[src/rtl/mbx_pkg.sv]
package mbx_pkg;

   // Port indices; flag k belongs to (interrupts) port k
   localparam int unsigned PORT_LEFT  = 0;
   localparam int unsigned PORT_RIGHT = 1;
   localparam int unsigned NUM_PORTS  = 2;

   // Mailbox slot k sits at the (NUM_PORTS - k)-th word from the top.
   function automatic int unsigned slot_offset(input int unsigned slot);
      return NUM_PORTS - slot;
   endfunction

endpackage

[src/rtl/mbx_port_decode.sv]
module mbx_port_decode #(
   parameter int unsigned ADDR_W = 12,
   parameter int unsigned N_SLOT = 2
) (
   input  logic [ADDR_W-1:0] addr,
   input  logic              ce_n,
   input  logic              rw,
   input  logic              oe_n,
   output logic [N_SLOT-1:0] wr_hit,
   output logic [N_SLOT-1:0] rd_hit
);
   localparam int unsigned DEPTH = 1 << ADDR_W;

   logic wr_qual;
   logic rd_qual;

   // Strobe qualification for a whole port
   assign wr_qual = !ce_n && !rw;
   assign rd_qual = !ce_n && rw && !oe_n;

   // One comparator per mailbox slot, counted down from the top word
   for (genvar s = 0; s < N_SLOT; s++) begin : g_slot
      localparam logic [ADDR_W-1:0] SLOT_ADDR =
         ADDR_W'(DEPTH - mbx_pkg::slot_offset(s));
      logic match;
      assign match     = (addr == SLOT_ADDR);
      assign wr_hit[s] = wr_qual && match;
      assign rd_hit[s] = rd_qual && match;
   end

endmodule

[src/rtl/mbx_flag.sv]
module mbx_flag (
   input  logic clk,
   input  logic rst_n,
   input  logic set,
   input  logic clr,
   output logic irq_n
);
   logic flag_q;

   // Set wins over clear in the same cycle
   always_ff @(posedge clk) begin
      if (!rst_n)   flag_q <= 1'b0;
      else if (set) flag_q <= 1'b1;
      else if (clr) flag_q <= 1'b0;
   end

   assign irq_n = !flag_q;

endmodule

[src/rtl/dual_port_mailbox_irq.sv]
module dual_port_mailbox_irq #(
   parameter int unsigned ADDR_W = 12
) (
   input  logic              clk,
   input  logic              rst_n,
   input  logic [ADDR_W-1:0] left_addr,
   input  logic              left_ce_n,
   input  logic              left_rw,
   input  logic              left_oe_n,
   input  logic [ADDR_W-1:0] right_addr,
   input  logic              right_ce_n,
   input  logic              right_rw,
   input  logic              right_oe_n,
   output logic              left_irq_n,
   output logic              right_irq_n
);
   import mbx_pkg::*;

   localparam int unsigned NP = NUM_PORTS;

   // Elaboration-time parameter checks
   if (ADDR_W < 2) begin : g_bad_width
      $error("ADDR_W must be at least 2 to hold two mailbox words");
   end
   if (ADDR_W > 31) begin : g_bad_width_hi
      $error("ADDR_W above 31 is not supported");
   end

   logic [ADDR_W-1:0] addr_a [NP];
   logic [NP-1:0]     ce_n_a;
   logic [NP-1:0]     rw_a;
   logic [NP-1:0]     oe_n_a;
   logic [NP-1:0]     wr_hit_a [NP];
   logic [NP-1:0]     rd_hit_a [NP];
   logic [NP-1:0]     set_v;
   logic [NP-1:0]     clr_v;
   logic [NP-1:0]     irq_n_v;

   assign addr_a[PORT_LEFT]  = left_addr;
   assign addr_a[PORT_RIGHT] = right_addr;
   assign ce_n_a = {right_ce_n, left_ce_n};
   assign rw_a   = {right_rw,   left_rw};
   assign oe_n_a = {right_oe_n, left_oe_n};

   for (genvar p = 0; p < NP; p++) begin : g_port
      mbx_port_decode #(.ADDR_W(ADDR_W), .N_SLOT(NP)) u_dec (
         .addr   (addr_a[p]),
         .ce_n   (ce_n_a[p]),
         .rw     (rw_a[p]),
         .oe_n   (oe_n_a[p]),
         .wr_hit (wr_hit_a[p]),
         .rd_hit (rd_hit_a[p])
      );
   end

   // Flag k: set by the other port writing slot k, cleared by port k reading it
   for (genvar k = 0; k < NP; k++) begin : g_flag
      assign set_v[k] = wr_hit_a[NP-1-k][k];
      assign clr_v[k] = rd_hit_a[k][k];
      mbx_flag u_flag (
         .clk   (clk),
         .rst_n (rst_n),
         .set   (set_v[k]),
         .clr   (clr_v[k]),
         .irq_n (irq_n_v[k])
      );
   end

   assign left_irq_n  = irq_n_v[PORT_LEFT];
   assign right_irq_n = irq_n_v[PORT_RIGHT];

   // a set on the left flag lowers its interrupt next cycle
   a_r2_left_set: assert property (@(posedge clk) disable iff (!rst_n)
      set_v[PORT_LEFT] |=> !left_irq_n);
   // a lone clear releases the left interrupt
   a_r3_left_clear: assert property (@(posedge clk) disable iff (!rst_n)
      (clr_v[PORT_LEFT] && !set_v[PORT_LEFT]) |=> left_irq_n);
   // a set on the right flag lowers its interrupt next cycle
   a_r4_right_set: assert property (@(posedge clk) disable iff (!rst_n)
      set_v[PORT_RIGHT] |=> !right_irq_n);
   // a lone clear releases the right interrupt
   a_r5_right_clear: assert property (@(posedge clk) disable iff (!rst_n)
      (clr_v[PORT_RIGHT] && !set_v[PORT_RIGHT]) |=> right_irq_n);
   // no decoded event keeps each line steady
   a_r9_left_hold: assert property (@(posedge clk) disable iff (!rst_n)
      (!set_v[PORT_LEFT] && !clr_v[PORT_LEFT]) |=> $stable(left_irq_n));
   a_r9_right_hold: assert property (@(posedge clk) disable iff (!rst_n)
      (!set_v[PORT_RIGHT] && !clr_v[PORT_RIGHT]) |=> $stable(right_irq_n));

endmodule

[config.mk]
export PLATFORM = sky130hd
export DESIGN_NAME = dual_port_mailbox_irq
export DESIGN_NICKNAME = d
export VERILOG_FILES = /design/src/rtl/mbx_pkg.sv /design/src/rtl/mbx_port_decode.sv /design/src/rtl/mbx_flag.sv /design/src/rtl/dual_port_mailbox_irq.sv
export SDC_FILE = /design/constraint.sdc
export NUM_CORES = 1
export LEC_CHECK = 0
export ABC_AREA = 1
export BUFFER_PORTS_ARGS = -buffer_cell sky130_fd_sc_hd__buf_2
export CAP_MARGIN = 20
export CELL_PAD_IN_SITES_DETAIL_PLACEMENT = 0
export CELL_PAD_IN_SITES_GLOBAL_PLACEMENT = 2
export CORE_MARGIN = 1.5
export CORE_UTILIZATION = 10
export CTS_CLUSTER_SIZE = 12
export DETAILED_ROUTE_END_ITERATION = 12
export PLACE_DENSITY_LB_ADDON = 0.1
export SYNTH_ARGS = -nofsm -noshare
export SYNTH_HDL_FRONTEND = slang
export SYNTH_SLANG_ARGS = --single-unit
[constraint.sdc]
create_clock -name clk -period 0.8 [get_ports clk]
set_input_delay 0.04 -clock clk [delete_from_list [all_inputs] [get_ports clk]]
set_output_delay 0.04 -clock clk [all_outputs]
set_load 0.02 [all_outputs]
==> results.json <==
{
  "crit_chain": "inv_1 -> buf_2",
  "dr.pass1.iters": 3,
  "finalCritPeriodShare_pct": 95.71,
  "fp.dieArea_sq_um": 3235,
  "largest_register_ffs": 2,
  "num_vias": 417,
  "grt_pass1_wl_microns": 1304,
  "layout.nets": 127,
  "regMostFlops": "g_flag.u_flag.flag_q",
  "r2r_start": "g_flag[0].u_flag.flag_q$_SDFFE_PN0P_",
  "async_flop_share_pct": 0,
  "yosys-top-cells-count": "nand2_1, inv_1, nor2_1",
  "antenna_found_initial": 0,
  "holdWs_ns": 0.07489,
  "reg2reg_to": "g_flag[0].u_flag.flag_q$_SDFFE_PN0P_",
  "yosysUniqueCellTypes": 13,
  "dp_hpwl_microns": 707.7,
  "synth_top_area_share_pct": 25.86,
  "grt_max_degree": 3,
  "num_rows": 19,
  "ff2ff_setup_slack_ns": 0.16,
  "p_leak_nw": 0.3165,
  "layout_min_cycle_time_ns": 0.7657,
  "grt_setup_unrepaired": "no",
  "worst_pin_slew_ns": 0.1577,
  "cts_root_buffer": "clkbuf_4",
  "track_usage_pct": 5.571,
  "crit_fanout": 2,
  "ys.warnings.count": 0,
  "antennaDiodeCount": 0,
  "crit_type": "register to primary output",
  "syn_avg_cell_area_sq_um": 5.184,
  "via_per_inst": 3.363,
  "core_area_sq_um": 2758,
  "gr-total-overflow": 0,
  "ctsLongestPathBuffers": 2,
  "drv_slew": 0,
  "syn_inst": 56,
  "min_from": "rst_n",
  "nFillCells": 339,
  "critPathCaptureType": "primary output",
  "cts_tree": "built",
  "drive_gt1_share_pct": 53.76,
  "drcViolationCount": 0,
  "numCtsBuffers": 3,
  "synth_edf_count": 0,
  "die_y_microns": 56.88,
  "synth_area_leaders": "nand2_1, inv_1, dfxtp_1, nand3b_1, nand2_2",
  "clkSinkCount": 2,
  "cts_hold_buf": 0,
  "clk_latency_ns": 0.23,
  "setup_tns_ns": 0,
  "route.final.wire_length_microns": 783,
  "finalSetupViolCount": 0,
  "yosysTopAreaCell": "nand2_1",
  "die_w_microns": 56.88,
  "boundaryPins": 34,
  "synth_fp_nets": 88,
  "cap_violations": 0,
  "p_per_area_nw_per_um2": 868.4,
  "max_freq_ghz": 1.306,
  "vdd_ir_drop_max_mv": 0.4181,
  "syn-cell-area_sq_um": 290.3,
  "required_ns": 0.76,
  "port_buffers": 33,
  "min_path_type": "primary input to register",
  "synth.yosys.seq_area_share_pct": 13.79,
  "hold_depth": 3,
  "place_congestion": 0.5705,
  "hold_path_end": "g_flag[1].u_flag.flag_q$_SDFFE_PN0P_",
  "ys.flop_type": "dfxtp_1",
  "areaGrowthSynthToFinish_pct": 83.19,
  "skew_ns": 0,
  "grt_pass1_vias": 363,
  "status": "finished clean",
  "cp.arrival_ns": 0.73,
  "cts-htree-levels": 1,
  "slowest_delay_ns": 0.32,
  "drt_iter0_markers": 9,
  "reg2reg_depth": 3,
  "initial_core_util_pct": 10.53,
  "wl_per_cell_microns": 6.315,
  "hold_viol": 0,
  "slew_headroom_pct": 89.43,
  "synth_most_common_cell": "nand2_1",
  "ys_ff_latch": 2,
  "clkTransAtPathRegs_ns": 0.03,
  "ant_nets": 0,
  "start_kind": "register",
  "cpMaxStageDelayCell": "dfxtp_1",
  "reg.largest.list": "g_flag.u_flag.flag_q: 2 flops"
}
==> critical path: cells and delay by family (launching register included) <==
kind | cells | cell delay [ns]
DFF | 1 | 0.32
buffers and inverters | 2 | 0.19
==> per-layer routing <==
metal | share of wire [%] | track usage [%] | wire [microns]
met1 | 43 | 6.345 | 338
met2 | 42 | 7.309 | 328
met3 | 15 | 5.069 | 115
met4 | 0 | 1.993 | 0
met5 | 0 | 0 | 0
==> cell type report <==
class	instances	area (sq um)	area share, %
multi-input combinational	37	186.4	35.06
timing repair buffer	34	178.9	33.65
inverter	17	63.81	12.00
sequential	2	41.29	7.765
tap	31	38.79	7.294
clock buffer	3	22.52	4.235
==> cell families (layout without fill, tap and decap cells) <==
| group | count (synthesis) | count (layout) | share of synthesized area, % |
|---|---|---|---|
| AO/OA/AOI/OAI | 2 | 2 | 4.740 |
| AND/OR/NAND/NOR | 35 | 35 | 59.48 |
| buffers and inverters | 17 | 54 | 21.98 |
| flip-flops | 2 | 2 | 13.79 |
==> worst max-delay path by stage <==
| stage | from | endpoint | slack, ns | cells past startpoint |
|---|---|---|---|---|
| 2_1_floorplan | left_addr[10] | g_flag[0].u_flag.flag_q$_SDFFE_PN0P_ | 0.26 | 7 |
| 3_3_place_gp | right_addr[10] | g_flag[1].u_flag.flag_q$_SDFFE_PN0P_ | 0.11 | 8 |
| 3_5_place_dp | right_rw | g_flag[0].u_flag.flag_q$_SDFFE_PN0P_ | 0.1 | 6 |
| 4_1_cts | g_flag[0].u_flag.flag_q$_SDFFE_PN0P_ | left_irq_n | 0.01 | 2 |
| 5_1_grt | g_flag[1].u_flag.flag_q$_SDFFE_PN0P_ | right_irq_n | 0.00007 | 2 |
| 6_report | g_flag[1].u_flag.flag_q$_SDFFE_PN0P_ | right_irq_n | 0.03 | 2 |
==> through the flow <==
stage | utilization, % | area, sq um | power (mW) | cells | setup WS [ns]
after floorplan | - | 290.3 | 0.1509 | 56 | 0.2589
after global placement | 17.92 | 494.2 | 0.2328 | 120 | 0.1107
after detailed placement | 17.92 | 494.2 | 0.2329 | 120 | 0.09827
after CTS | 18.74 | 516.7 | 0.4791 | 123 | 0.01220
after global routing | 19.28 | 531.8 | 0.5090 | 124 | 0.00007022
final | 19.28 | 531.8 | 0.4618 | 124 | 0.03432
==> where the power goes <==
group	internal, mW	switching [mW]
combinational	0.0736	0.0547
sequential	0.100	0.00000485
clock	0.166	0.0667
total	0.340	0.121
==> placed cells by master (no fill, tap or decap), drive strengths merged <==
cell type / instances
nand3: 1
nor2: 7
nor3: 1
a21oi: 2
dfxtp: 2
buf: 34
nand2: 23
clkbuf: 3
inv: 17
nand3b: 3
==> what timing repair did <==
| item | CTS | global route |
|---|---|---|
| setup buffers | 0 | 1 |
| endpoints found under the setup margin | 0 | 1 |
| resized for setup | 0 | 3 |
No activity file was read; power rests on OpenSTA's default activity.
